[src/rtl/brc_pkg.sv]
package brc_pkg;
  typedef enum logic [4:0] {
    OP_NONE  = 5'd0,  OP_BRA_S = 5'd1,  OP_BRA_L = 5'd2,
    OP_BL_S  = 5'd3,  OP_BL_L  = 5'd4,  OP_BC_S  = 5'd5,
    OP_BC_L  = 5'd6,  OP_BNC_S = 5'd7,  OP_BNC_L = 5'd8,
    OP_BEQ   = 5'd9,  OP_BNE   = 5'd10, OP_BEQZ  = 5'd11,
    OP_BNEZ  = 5'd12, OP_BGEZ  = 5'd13, OP_BGTZ  = 5'd14,
    OP_BLEZ  = 5'd15, OP_BLTZ  = 5'd16, OP_JMP   = 5'd17,
    OP_JL    = 5'd18
  } brop_e;

  typedef enum logic [1:0] {
    DW_NONE  = 2'd0,
    DW_SHORT = 2'd1,
    DW_MID   = 2'd2,
    DW_LONG  = 2'd3
  } dsel_e;
endpackage

[src/rtl/brc_cond.sv]
module brc_cond
  import brc_pkg::*;
#(
  parameter int XLEN = 32
) (
  input  brop_e             op,
  input  logic [XLEN-1:0]   ra,
  input  logic [XLEN-1:0]   rb,
  input  logic              cbit,
  output logic              taken,
  output logic              is_call,
  output logic              is_jump,
  output dsel_e             dsel
);
  logic ra_zero, ra_neg;
  assign ra_zero = (ra == '0);
  assign ra_neg  = ra[XLEN-1];

  always_comb begin
    taken   = 1'b0;
    is_call = 1'b0;
    is_jump = 1'b0;
    dsel    = DW_NONE;
    unique case (op)
      OP_BRA_S: begin taken = 1'b1; dsel = DW_SHORT; end
      OP_BRA_L: begin taken = 1'b1; dsel = DW_LONG;  end
      OP_BL_S:  begin taken = 1'b1; is_call = 1'b1; dsel = DW_SHORT; end
      OP_BL_L:  begin taken = 1'b1; is_call = 1'b1; dsel = DW_LONG;  end
      OP_BC_S:  begin taken = cbit;  dsel = DW_SHORT; end
      OP_BC_L:  begin taken = cbit;  dsel = DW_LONG;  end
      OP_BNC_S: begin taken = !cbit; dsel = DW_SHORT; end
      OP_BNC_L: begin taken = !cbit; dsel = DW_LONG;  end
      OP_BEQ:   begin taken = (ra == rb); dsel = DW_MID; end
      OP_BNE:   begin taken = (ra != rb); dsel = DW_MID; end
      OP_BEQZ:  begin taken = ra_zero;            dsel = DW_MID; end
      OP_BNEZ:  begin taken = !ra_zero;           dsel = DW_MID; end
      OP_BGEZ:  begin taken = !ra_neg;            dsel = DW_MID; end
      OP_BGTZ:  begin taken = !ra_neg && !ra_zero; dsel = DW_MID; end
      OP_BLEZ:  begin taken = ra_neg || ra_zero;  dsel = DW_MID; end
      OP_BLTZ:  begin taken = ra_neg;             dsel = DW_MID; end
      OP_JMP:   begin taken = 1'b1; is_jump = 1'b1; end
      OP_JL:    begin taken = 1'b1; is_jump = 1'b1; is_call = 1'b1; end
      default:  begin taken = 1'b0; end
    endcase
  end
endmodule

[src/rtl/brc_target.sv]
module brc_target
  import brc_pkg::*;
#(
  parameter int XLEN    = 32,
  parameter int DISP_W  = 24,
  parameter int SHORT_W = 8,
  parameter int MID_W   = 16,
  parameter int ALIGN   = 2
) (
  input  logic [XLEN-1:0]   pc,
  input  logic [XLEN-1:0]   seq_pc,
  input  logic [XLEN-1:0]   ra,
  input  logic [DISP_W-1:0] disp,
  input  dsel_e             dsel,
  input  logic              is_jump,
  input  logic              taken,
  output logic [XLEN-1:0]   target,
  output logic [XLEN-1:0]   link
);
  localparam logic [XLEN-1:0] LOW_MASK  = XLEN'((1 << ALIGN) - 1);
  localparam logic [XLEN-1:0] WORD_STEP = XLEN'(1 << ALIGN);

  logic [XLEN-1:0] base, jump_tgt, ext, offs;

  assign base     = pc & ~LOW_MASK;
  assign jump_tgt = ra & ~LOW_MASK;
  assign link     = base + WORD_STEP;

  always_comb begin
    unique case (dsel)
      DW_SHORT: ext = XLEN'($signed(disp[SHORT_W-1:0]));
      DW_MID:   ext = XLEN'($signed(disp[MID_W-1:0]));
      DW_LONG:  ext = XLEN'($signed(disp));
      default:  ext = '0;
    endcase
  end

  assign offs = ext << ALIGN;

  always_comb begin
    if (!taken)       target = seq_pc;
    else if (is_jump) target = jump_tgt;
    else              target = base + offs;
  end
endmodule

[src/rtl/brc_next_pc.sv]
module brc_next_pc
  import brc_pkg::*;
#(
  parameter int XLEN    = 32,
  parameter int DISP_W  = 24,
  parameter int SHORT_W = 8,
  parameter int MID_W   = 16,
  parameter int ALIGN   = 2,
  parameter int OP_W    = 5
) (
  input  logic              clk,
  input  logic              rst,
  input  logic [XLEN-1:0]   pc_i,
  input  logic [XLEN-1:0]   seq_pc_i,
  input  logic [OP_W-1:0]   op_i,
  input  logic [DISP_W-1:0] disp_i,
  input  logic [XLEN-1:0]   ra_i,
  input  logic [XLEN-1:0]   rb_i,
  input  logic              cbit_i,
  output logic              taken_o,
  output logic [XLEN-1:0]   target_o,
  output logic              link_en_o,
  output logic [XLEN-1:0]   link_o
);
  brop_e           op;
  dsel_e           dsel;
  logic            taken_c, call_c, jump_c;
  logic [XLEN-1:0] target_c, link_c;

  assign op = brop_e'(op_i);

  brc_cond #(.XLEN(XLEN)) u_cond (
    .op(op), .ra(ra_i), .rb(rb_i), .cbit(cbit_i),
    .taken(taken_c), .is_call(call_c), .is_jump(jump_c), .dsel(dsel)
  );

  brc_target #(
    .XLEN(XLEN), .DISP_W(DISP_W), .SHORT_W(SHORT_W),
    .MID_W(MID_W), .ALIGN(ALIGN)
  ) u_tgt (
    .pc(pc_i), .seq_pc(seq_pc_i), .ra(ra_i), .disp(disp_i),
    .dsel(dsel), .is_jump(jump_c), .taken(taken_c),
    .target(target_c), .link(link_c)
  );

  always_ff @(posedge clk) begin
    if (rst) begin
      taken_o   <= 1'b0;
      target_o  <= '0;
      link_en_o <= 1'b0;
      link_o    <= '0;
    end else begin
      taken_o   <= taken_c;
      target_o  <= target_c;
      link_en_o <= call_c && taken_c;
      link_o    <= link_c;
    end
  end
endmodule

[config.mk]
export PLATFORM = sky130hd
export DESIGN_NAME = brc_next_pc
export DESIGN_NICKNAME = d
export VERILOG_FILES = /design/src/rtl/brc_pkg.sv /design/src/rtl/brc_cond.sv /design/src/rtl/brc_target.sv /design/src/rtl/brc_next_pc.sv
export SDC_FILE = /design/constraint.sdc
export NUM_CORES = 1
export LEC_CHECK = 0
export BUFFER_PORTS_ARGS = -buffer_cell sky130_fd_sc_hd__buf_2
export CAP_MARGIN = 20
export CELL_PAD_IN_SITES_DETAIL_PLACEMENT = 0
export CELL_PAD_IN_SITES_GLOBAL_PLACEMENT = 1
export CORE_MARGIN = 3
export CORE_UTILIZATION = 31
export CTS_CLUSTER_DIAMETER = 200
export CTS_CLUSTER_SIZE = 20
export DETAILED_ROUTE_END_ITERATION = 16
export GPL_ROUTABILITY_DRIVEN = 0
export PLACE_DENSITY_LB_ADDON = 0.15
export SLEW_MARGIN = 20
export SYNTH_ARGS = -nofsm -noshare
export SYNTH_HDL_FRONTEND = slang
export SYNTH_SLANG_ARGS = --single-unit
[constraint.sdc]
create_clock -name clk -period 3.7 [get_ports clk]
set_clock_uncertainty 0.05 [all_clocks]
set_input_delay 0.555 -clock clk [delete_from_list [all_inputs] [get_ports clk]]
set_output_delay 0.555 -clock clk [all_outputs]
set_load 0.005 [all_outputs]
Word-level counts from Yosys, hierarchy flattened
Index checks and enable logic that the tools add are counted.
- reductions and logical operators: 15
- add/sub/neg operators: 2
- equality and inequality tests: 23
- muxes and demuxes: 7
- operators by type and width (cell ; count):
    one-hot mux 30 bit (3 select lines) ; 1
    2-to-1 mux 32 bit ; 2
    equality test 5 x 4 -> 1 bit, second input constant ; 8
    adder 32 x 3 -> 32 bit, second input constant ; 1
    adder 32 bit ; 1
    equality test 32 bit ; 1
    logical NOT 32 bit ; 1
    inequality test 32 bit ; 1
    equality test 5 x 3 -> 1 bit, second input constant ; 4
    equality test 5 bit, second input constant ; 3
    one-hot mux 1 bit (11 select lines) ; 1
    equality test 5 x 2 -> 1 bit, second input constant ; 2
    OR reduction 4 bit ; 2
    OR reduction 8 bit ; 1
    one-hot mux 2 bit (3 select lines) ; 1
    OR reduction 2 bit ; 3
    OR reduction 6 bit ; 1
    equality test 5 x 1 -> 1 bit, second input constant ; 1
    equality test 2 bit, second input constant ; 2
    logical NOT 1 bit ; 3
    OR reduction 3 bit ; 1
    equality test 2 x 1 -> 1 bit, second input constant ; 1
    logical AND 1 bit ; 2
    2-to-1 mux 1 bit ; 2
    logical OR 1 bit ; 1
- output and inout port bits: 66
- register bits after elaboration: 66

Depth between registers and ports, before layout
Gate-level depths: netlist of run 1.
- word-level depth: 8
- depth in mapped cells: 16
- mapped depth without buffers: 14

Hierarchy
Synthesis of run 1 repeated with hierarchy kept, for this count alone.
- cells, all modules: 722
- area total of the unflattened synthesis: 5566.6 um2
- modules (own cells, without submodules) (module ; times used ; sequential area each (um2) ; area each (um2) ; cells each):
    brc_target ; 1 ; 0.0 ; 3070.4 ; 487
    brc_next_pc ; 1 ; 1321.3 ; 1799.2 ; 139
    brc_cond ; 1 ; 0.0 ; 696.9 ; 96

Worst setup path before layout of run 1
OpenSTA, ideal clock, no wires.
- path kind: input to register
- from: in op_i[0]
- to: reg target_o[29]
- setup time: 117 ps
- arrival time: 3772 ps
- buffers on the path: 3
- stages on the path: 15
- required time: 3533 ps
- path slack: -239 ps
- path through: buf_6 > clkbuf_1 > inv_1 > nor4b_1 > a21o_1 > ha_1 > clkbuf_1 > a21o_1 > a21o_1 > a41oi_1 > a2111oi_0 > o31ai_1 > a21oi_1 > xor2_1 > a32o_1
- longest elaborated chain between the ends: 8
- elaborated cells between the ends (all ways): 35
- ends and longest elaborated chain (item ; line ; text):
    from (decl) ; brc_next_pc.sv:15 ; input logic [OP_W-1:0] op_i,
    equality test 5 x 4 -> 1 bit (tied with other cells) ; brc_cond.sv:24 ; unique case (op)
    OR reduction 8 bit (no line) / OR reduction 4 bit (equally long branches) ; - ;
    one-hot mux 2 bit (3 select lines) ; brc_cond.sv:24 ;
    equality test 2 bit / equality test 2 x 1 -> 1 bit (equally long branches) ; brc_target.sv:30 ; unique case (dsel)
    one-hot mux 30 bit (3 select lines) ; brc_target.sv:30 ;
    adder 32 bit ; brc_target.sv:43 ; else target = base + offs;
    2-to-1 mux 32 bit ; brc_target.sv:42 ; else if (is_jump) target = jump_tgt;
    2-to-1 mux 32 bit * ; brc_target.sv:41 ; if (!taken) target = seq_pc;
    to (signal assigned) ; brc_next_pc.sv:54 ; target_o <= target_c;
    to (decl) ; brc_next_pc.sv:21 ; output logic [XLEN-1:0] target_o,
Mark *: on every way between the ends. The rest lies on a longest branch, timed or not.
A chain may end at the register's enable or synchronous reset.

Final worst setup path of run 1
- from: in op_i[1]
- to: reg target_o[29]
The elaborated chain is that of the path after synthesis.

==> results.yml, run 1 <==
worst_setup_path:
  slowest_delay_ns: 0.31
  required_ns: 3.88
  cp-end-kind: "flop"
  critical_path_peak_fanout: 11
  cp_common_cell: "buf_4"
  crit_start: "op_i[1]"
  cp_cell_sequence: "buf_2 -> buf_4 -> or2_4 -> a21oi_2 -> o21bai_4 -> buf_4 -> a21o_1 -> ha_1 -> a21o_1 -> buf_4 -> a211oi_4 -> a2111oi_4 -> buf_4 -> o31ai_2 -> a21oi_1 -> xor2_1 -> a32o_1"
  crit_type: "input pin to flop"
  cp_slowest_cell: "a211oi_4"
  startpoint_type: "input pin"
  arrival_ns: 3.73
timing:
  max-slew-margin-rel: 0.561
  whs_ns: 0.383
  fin_crit_sh: 0.960
  setup_viol: 0
  clock.fmax_ghz: 0.282
  finalHoldViolations: 0
  layout_min_cycle_time_ns: 3.55
  tightest_slew_ns: 0.658
  maxSlewViolCount: 0
  setup_tns_ns: 0
final_layout:
  fin_area_um2: 7710
  fin_nets: 1142
  final_cell_mix: "buf_2, buf_4, nor2_1, dfxtp_1, xor2_1"
  drive_gt1_frac: 0.406
  syn2layout_area_growth_pct: 48.4
  final_common_cell: "buf_2"
  fin_cells: 1173
  fillers: 1635
synthesis:
  yosysSeqAreaShare: 0.247
  ys_types: 69
  synth.avg_cell_area_um2: 8.02
  ys_ff_latch: 64
  ys_async_sr_fraction: 0
  netlist_area_um2: 5190
  synth_top_area_share: 0.247
  yosysTopAreaCell: "dfxtp_1"
  syn_inst: 648
  synth_edf_count: 0
  synth.area.top_cells: "dfxtp_1, xor2_1, ha_1"
  synth_warnings: 0
  synth_flop_cell: "dfxtp_1"
worst_hold_path:
  min_from: "seq_pc_i[30]"
  whs_endpoint: "target_o[30]"
  min_path_type: "input pin to flop"
  holdPathStages: 2
routing:
  vias_per_cell: 5.03
  ant_nets: 0
  vias: 5904
  drc: 0
  post_drt_wl_per_cell_um: 17.3
  wl_um: 20300
  first_pass_iters: 5
  drt_iter0_markers: 299
power:
  leakagePower_nw: 3.71
  power.total_mw: 2.65
  vdd_drop_max_v: 0.000231
  power_density_nw_per_um2: 343
outcome:
  status: "completed"
grt:
  grt_start_max_net_pins: 41
  grt_first_pass_wirelength_um: 30900
  grt.overflow.total: 0
  grtUsageTotal: 0.214
  grt_pass1_vias: 5838
  antenna_found_initial: 2
clocking:
  htree_levels: 3
  max-clock-path-buffers: 2
  numCtsBuffers: 9
  clkSlewWorstSetupHoldPaths_ns: 0.06
  cts_sinks: 64
  cts-root-buf: "clkbuf_16"
  cts_tree: "done"
placed_design:
  post_dp_cell_area_um2: 7110
  io_buffers: 221
  place_hpwl_um: 16700
  dp_cells: 1148
die:
  rows: 46
  die_w_um: 135
  die-area_um2: 18300
  die_y_um: 135
  floorplan.initialDensity: 0.322
  core_um2: 16100
  io_pins: 226
job:
  maxCapViolCount: 0
final cells by class:
cell class / instances / area [um^2] / area share
clock buffers: 10 / 229 / 0.0297
diodes: 1 / 2.50 / 0.000325
repair buffers: 319 / 1860 / 0.241
inverters: 5 / 18.8 / 0.00243
well taps: 216 / 270 / 0.0351
clock inverters: 6 / 60.1 / 0.00779
multi-input cells: 552 / 3990 / 0.517
flip-flops and latches: 64 / 1280 / 0.166
metal layers:
layer	GRT usage	share of wire
met2	0.348	0.46
met5	0	0.00079
met1	0.286	0.46
met4	0.0672	0.016
met3	0.0412	0.064
cell usage after synthesis (4+ instances only):
cell	count
inv_1	5
o21bai_1	6
a21oi_1	43
o21ai_1	5
o21ai_0	28
a311oi_2	8
and4_1	4
nand3_1	18
a31oi_1	5
o21a_1	7
nand3b_1	5
nand2_1	52
and2_1	10
ha_1	30
nor3b_1	4
xnor2_1	23
nor2_1	74
a211o_1	4
a21o_1	35
clkbuf_1	16
or3_1	11
nand2b_1	5
dfxtp_1	64
nand4_1	11
nor3_1	15
xor2_1	57
nor4_1	20
buf_6	8
a211oi_1	13
and3_1	8
state kept, by name (all words and copies together) (netlist names):
name       flops
link_o        30
target_o      32
taken_o        1
link_en_o      1
critical path: cells and delay by family:
family                   cells  cell delay, ns
AO/OA/AOI/OAI                9            1.70
buffers and inverters        5            0.77
adder cells (fa/ha/maj)      1            0.29
AND/OR/NAND/NOR              1            0.26
XOR/XNOR                     1            0.16
power by group:
part           internal [mW]  switching (mW)  total [mW]
sequential             0.750          0.0146       0.765
clock                  0.518           0.336       0.854
combinational          0.486           0.543        1.03
metrics by stage:
stage                util  worst slack, ns
floorplan               -          -0.0322
global placement    0.441           -0.574
detailed placement  0.441           -0.673
CTS                 0.460          -0.0490
global route        0.478          -0.0111
finish              0.478            0.148
worst max-delay path by stage:
stage / cells past startpoint / endpoint / slack, ns
final: 17 / target_o[29] / 0.15
after global routing: 16 / target_o[29] / -0.01
after CTS: 16 / target_o[25] / -0.05
after detailed placement: 16 / target_o[25] / -0.67
after global placement: 16 / target_o[25] / -0.57
after floorplan: 15 / target_o[29] / -0.03
cells by family after synthesis:
| group | Yosys count | share of synthesized area |
|---|---|---|
| AO/OA/AOI/OAI | 190 | 0.265 |
| XOR/XNOR | 80 | 0.135 |
| adder cells (fa/ha/maj) | 31 | 0.0761 |
| buffers and inverters | 33 | 0.0371 |
| flip-flops | 64 | 0.247 |
| multiplexers | 2 | 0.00410 |
| other | 1 | 0.000722 |
| AND/OR/NAND/NOR | 247 | 0.236 |
what timing repair did:
item | 4_1_cts | 5_1_grt
setup endpoints to repair | 3 | 15
setup buffers | 0 | 8
endpoints found under the hold margin | 0 | 0
hold buffers | 0 | 0
resized for setup | 4 | 38
pin swaps | 0 | 17
No activity file was read; power rests on OpenSTA's default activity.
==> run 2: changes to the inputs <==
--- a/config.mk
+++ b/config.mk
@@ -5,12 +5,13 @@
 export SDC_FILE = /design/constraint.sdc
 export NUM_CORES = 1
 export LEC_CHECK = 0
+export ABC_AREA = 1
 export BUFFER_PORTS_ARGS = -buffer_cell sky130_fd_sc_hd__buf_2
 export CAP_MARGIN = 20
-export CELL_PAD_IN_SITES_DETAIL_PLACEMENT = 0
-export CELL_PAD_IN_SITES_GLOBAL_PLACEMENT = 1
+export CELL_PAD_IN_SITES_DETAIL_PLACEMENT = 1
+export CELL_PAD_IN_SITES_GLOBAL_PLACEMENT = 2
 export CORE_MARGIN = 3
-export CORE_UTILIZATION = 31
+export CORE_UTILIZATION = 22
 export CTS_CLUSTER_DIAMETER = 200
 export CTS_CLUSTER_SIZE = 20
 export DETAILED_ROUTE_END_ITERATION = 16
==> run 2 against run 1 <==
  * Cell area increased by 9.1%
  * Combinational power grew 7%
  * Critical endpoint is now target_o[24]
  * Non-clock buffer count decreased by 23
  * Flip-flop and latch count stayed put
  * Clock power is 14% higher
  * Sequential power grew 1%
  * Power up 7.4%
  * Synthesized cell count increased by 70%
  * Global-route usage decreased by 4.0 points
==> results.yml, run 2 <==
final_layout:
  largest-register: "target_o"
  final_common_cell: "nand2_1"
  drive_gt1_frac: 0.245
  utilization: 0.311
  largest_register_ffs: 32
  fin_nets: 1584
  final_cell_mix: "nand2_1, buf_2, inv_1, nor2_1, buf_4"
  reg.largest.list: "target_o: 32 flops, link_o: 30 flops"
  syn2layout_area_growth_pct: 38.5
  fin_area_um2: 8410
  fin_cells: 1740
power:
  power.total_mw: 2.84
  swShare: 0.364
  vdd_drop_max_v: 0.000147
  clkPwrFrac: 0.341
  intPower_mw: 1.81
  combPwrFrac: 0.386
  p_switching_mw: 1.04
  power_density_nw_per_um2: 338
  leakagePower_nw: 4.88
  seqPwrFrac: 0.272
worst_setup_path:
  startpoint_type: "input pin"
  required_ns: 3.93
  critical_path_peak_fanout: 5
  arrival_ns: 3.55
  crit_type: "input pin to flop"
  cp-end-kind: "flop"
routing:
  highest_layer: "met4"
  drt_iter0_markers: 227
  drc: 0
  vias_per_cell: 4.31
  first_pass_iters: 4
  wl_um: 25600
  post_drt_wl_per_cell_um: 14.7
  ant_nets: 0
  met1Wirelength_um: 11900
  wl_met3_um: 1090
  vias: 7507
  dr_wl_met2_um: 12400
clocking:
  numCtsBuffers: 9
  cts-root-buf: "clkbuf_16"
  postCtsSetupBuffers: 0
  max-clock-path-buffers: 2
  htree_levels: 3
  clkSlewWorstSetupHoldPaths_ns: 0.07
  cts_sinks: 64
  cts_tree: "done"
die:
  core_um2: 27000
  die-area_um2: 29600
  die_y_um: 172
  io_pins: 226
  floorplan.initialDensity: 0.225
  die_w_um: 172
  rows: 60
synthesis:
  synth.area.top_cells: "nand2_1, dfxtp_1, inv_1"
  ys_types: 38
  ys_ff_latch: 64
  yosysSeqAreaShare: 0.211
  synthMostInstantiatedCell: "nand2_1"
  synth_warnings: 0
  synth_common_cells: "nand2_1, inv_1, nor2_1, dfxtp_1, nand3_1"
  netlist_area_um2: 6070
  synth_edf_count: 0
  synth_flop_cell: "dfxtp_1"
  synth_top_area_share: 0.273
  ys_async_sr_fraction: 0
  yosysTopAreaCell: "nand2_1"
  syn_inst: 1104
  synth.avg_cell_area_um2: 5.50
grt:
  antenna_found_initial: 0
  grtUsageTotal: 0.174
  grt_first_pass_wirelength_um: 40400
  grt.overflow.total: 0
  grt_start_max_net_pins: 33
  grt_pass1_vias: 7704
placed_design:
  dp_cells: 1723
  io_buffers: 221
  post_dp_cell_area_um2: 8070
  place_hpwl_um: 22100
  place_ws_ns: -0.0648
timing:
  tightest_slew_ns: 0.519
  timing.final.ws_setup_ns: 0.375
  maxSlewViolCount: 0
  whs_ns: 0.342
  clock.fmax_ghz: 0.301
  fin_crit_sh: 0.899
  max-slew-margin-rel: 0.654
  setup_tns_ns: 0
  rsz0062_at_grt: "no"
  finalHoldViolations: 0
  layout_min_cycle_time_ns: 3.33
  setup_viol: 0
outcome:
  status: "completed"
worst_hold_path:
  min_path_type: "input pin to flop"
job:
  maxCapViolCount: 0
[run 2: cell types whose count changed in the layout (fill, tap and decap cells not counted), moves of 9 or more]
cell      before  now
a211oi_1      10    1
a21o_1        34    1
a21oi_1       42   54
buf_4         96   75
inv_1          5  158
nand2_1       52  440
nand3_1       16   62
nor2_1        71  120
nor4_1        20    0
or3_1         10    0
xor2_1        57    7
[run 2: layer usage]
layer	global-route usage	vias to the layer above
met2	0.312	137
li1	-	3991
met4	0.0302	0
met5	0	-
met1	0.223	3367
met3	0.0279	12
[run 2: power by group through the flow]
stage	clock [mW]	combinational, mW	sequential, mW
final	0.970	1.10	0.775
after global routing	1.04	1.27	0.781
after CTS	1.01	1.12	0.776
after detailed placement	0	1.12	0.790
after global placement	0	1.11	0.790
after floorplan	0	0.583	0.800
[run 2: logic make-up (layout without fill, tap and decap cells)]
kind of cell / Yosys count / after routing / share of synthesized area
AND/OR/NAND/NOR: 693 / 693 / 0.474
flip-flops: 64 / 64 / 0.211
other: 1 / 3 / 0.000618
AO/OA/AOI/OAI: 100 / 100 / 0.0866
adder cells (fa/ha/maj): 31 / 31 / 0.0651
XOR/XNOR: 30 / 30 / 0.0433
buffers and inverters: 185 / 478 / 0.119
[run 2: layout make-up]
type                    count  area (um^2)
fillers                  3721        18600
well taps                 341          427
clock buffers               9          225
flip-flops and latches     64         1280
repair buffers            296         1670
inverters                 166          623
multi-input cells         856         4080
diodes                      1         2.50
clock inverters             7         96.3
[run 2: worst paths after layout]
path | from | depth (start not counted) | slack [ns] | endpoint
max | op_i[0] | 24 | 0.37 | target_o[24]
min | seq_pc_i[3] | 3 | 0.34 | target_o[3]
[run 2: what timing repair did]
item                                    4_1_cts  5_1_grt
hold buffers                                  0        0
gates resized for setup                       0        3
endpoints found under the setup margin        0        9
[run 2: critical path, cell delays in order]
cell     delay (ns)
buf_2          0.13
inv_1          0.12
nor2_1         0.08
nand2_1        0.07
nand2_1        0.05
nor2_1         0.09
nand2_1        0.12
nor2_1         0.14
inv_2          0.08
nor2_4         0.14
nor2_1         0.06
ha_1           0.21
fa_1           0.40
nand3_1        0.10
nand3_1        0.21
a21oi_1        0.26
inv_1          0.08
nand2_1        0.11
nand3_1        0.09
nand2_1        0.06
nand3_1        0.09
nand2_1        0.09
nand2_1        0.07
a21oi_1        0.15
==> run 3: changes to the inputs <==
--- a/config.mk
+++ b/config.mk
@@ -16,7 +16,7 @@
 export CTS_CLUSTER_SIZE = 20
 export DETAILED_ROUTE_END_ITERATION = 16
 export GPL_ROUTABILITY_DRIVEN = 0
-export PLACE_DENSITY_LB_ADDON = 0.15
+export PLACE_DENSITY_LB_ADDON = 0.1
 export SLEW_MARGIN = 20
 export SYNTH_ARGS = -nofsm -noshare
 export SYNTH_HDL_FRONTEND = slang
==> run 3 against run 2 <==
  * Cell area hardly changed
  * Flip-flop and latch count stayed put
  * First-iteration DRC count is 1.3% higher
  * Maximum frequency is 1.3% lower
  * Clock-buffer cell count is 2 higher
  * Power decreased by 1.8%
  * Die area unchanged
  * Non-clock buffer count grew 1
  * Global-route usage about the same
  * Sequential share of layout area barely moved
  * Largest power group unchanged
==> results.yml, run 3 (same netlist as run 2, synthesis figures left out) <==
outcome:
  status: "completed"
routing:
  drt_iter0_markers: 230
  vias: 7458
  vias_per_cell: 4.29
  ant_nets: 0
  wl_um: 25700
  first_pass_iters: 4
  drc: 0
  post_drt_wl_per_cell_um: 14.8
final_layout:
  largest_register_ffs: 32
  syn2layout_area_growth_pct: 38.5
  drive_gt1_frac: 0.247
  utilization: 0.311
  n_antenna_cell: 0
  fin_area_um2: 8410
  final_cell_mix: "nand2_1, buf_2, inv_1, nor2_1, buf_4"
  largest-register: "target_o"
  final_common_cell: "nand2_1"
  fin_nets: 1585
  reg.largest.list: "target_o: 32 flops, link_o: 30 flops"
die:
  core_um2: 27000
  floorplan.initialDensity: 0.225
  die_w_um: 172
  rows: 60
  die-area_um2: 29600
  io_pins: 226
  die_y_um: 172
power:
  clkPwrFrac: 0.334
  intPower_mw: 1.77
  p_switching_mw: 1.03
  seqPwrFrac: 0.277
  leakagePower_nw: 4.87
  vdd_drop_max_v: 0.000184
  swShare: 0.367
  combPwrFrac: 0.390
  power.total_mw: 2.79
  power_density_nw_per_um2: 332
timing:
  rsz0062_at_grt: "no"
  maxSlewViolCount: 0
  tightest_slew_ns: 0.511
  fin_crit_sh: 0.911
  clock.fmax_ghz: 0.297
  setup_viol: 0
  layout_min_cycle_time_ns: 3.37
  whs_ns: 0.349
  setup_tns_ns: 0
  max-slew-margin-rel: 0.659
  finalHoldViolations: 0
grt:
  antenna_found_initial: 1
  grtUsageTotal: 0.174
  grt_first_pass_wirelength_um: 40500
  grt_start_max_net_pins: 27
  grt.overflow.total: 0
  grt_pass1_vias: 7729
worst_setup_path:
  critical_path_peak_fanout: 6
  required_ns: 3.92
  cp-end-kind: "flop"
  startpoint_type: "input pin"
  arrival_ns: 3.59
  crit_type: "input pin to flop"
placed_design:
  io_buffers: 221
  place_hpwl_um: 22100
  post_dp_cell_area_um2: 8080
clocking:
  postCtsSetupBuffers: 0
  cts-root-buf: "clkbuf_16"
  htree_levels: 3
  cts_tree: "done"
  numCtsBuffers: 9
  cts_sinks: 64
  max-clock-path-buffers: 2
  postCtsHoldBufs: 0
  clkSlewWorstSetupHoldPaths_ns: 0.06
worst_hold_path:
  holdPathStages: 3
  min_from: "seq_pc_i[2]"
  whs_endpoint: "target_o[2]"
  min_path_type: "input pin to flop"
job:
  maxCapViolCount: 0
==> run 3: layout make-up <==
type                            count  area, um^2
Clock buffer                       11         253
Tap cell                          341         427
Inverter                          166         623
Sequential cell                    64        1280
Fill cell                        3672       18600
Timing Repair Buffer              297        1680
Multi-Input combinational cell    856        4090
Clock inverter                      5        55.1
==> run 3: critical path: stages <==
cell and delay (ns):
buf_2 0.13, inv_1 0.14, nand2_1 0.13, nor3_2 0.18, nor2_1 0.06, nand2_1 0.16, nor2_2 0.06, inv_2 0.10
nor2_4 0.06, buf_4 0.15, nor2_1 0.18, buf_4 0.14, ha_1 0.23, nand3_1 0.09, nand3_1 0.17, nand2_1 0.11
nand2_1 0.13, nand2_1 0.09, nand2_1 0.10, nand2_1 0.16, nand2_1 0.07, nand2_1 0.06, nand3_1 0.09, nand2_1 0.08
nand2_1 0.05, a21oi_1 0.12
==> run 3: timing repair <==
action                                  in CTS  in global routing
hold endpoints to repair                     0                  0
endpoints found under the setup margin       0                 19
resized for setup                            0                  8
==> run 3: worst max path at each step <==
stage / cells after the start / end / start / slack (ns)
floorplan: 19 / target_o[10] / op_i[4] / 0.43
global route: 26 / target_o[29] / op_i[0] / 0.009
CTS: 27 / target_o[29] / op_i[0] / 0.17
detailed placement: 26 / target_o[29] / op_i[0] / -0.12
global placement: 22 / target_o[19] / op_i[0] / -0.04
finish: 26 / target_o[29] / op_i[0] / 0.33
==> run 3: power by group through the flow <==
| stage | Clock (mW) | Sequential, mW | Combinational [mW] |
|---|---|---|---|
| 2_1_floorplan | 0 | 0.800 | 0.583 |
| 3_3_place_gp | 0 | 0.788 | 1.10 |
| 3_5_place_dp | 0 | 0.789 | 1.11 |
| 4_1_cts | 0.963 | 0.774 | 1.11 |
| 5_1_grt | 0.993 | 0.779 | 1.26 |
| 6_report | 0.931 | 0.773 | 1.09 |
==> run 3: through the flow <==
step	worst slack, ns	instances
after detailed placement	-0.116	1724
after floorplan	0.429	1105
final	0.329	1740
after CTS	0.167	1740
after global routing	0.00884	1740
after global placement	-0.0386	1724
==> run 3: metal layers <==
metal | share of wire | track usage
met5 | 0.00078 | 0
met4 | 0.0058 | 0.0240
met2 | 0.48 | 0.311
met3 | 0.050 | 0.0306
met1 | 0.47 | 0.224
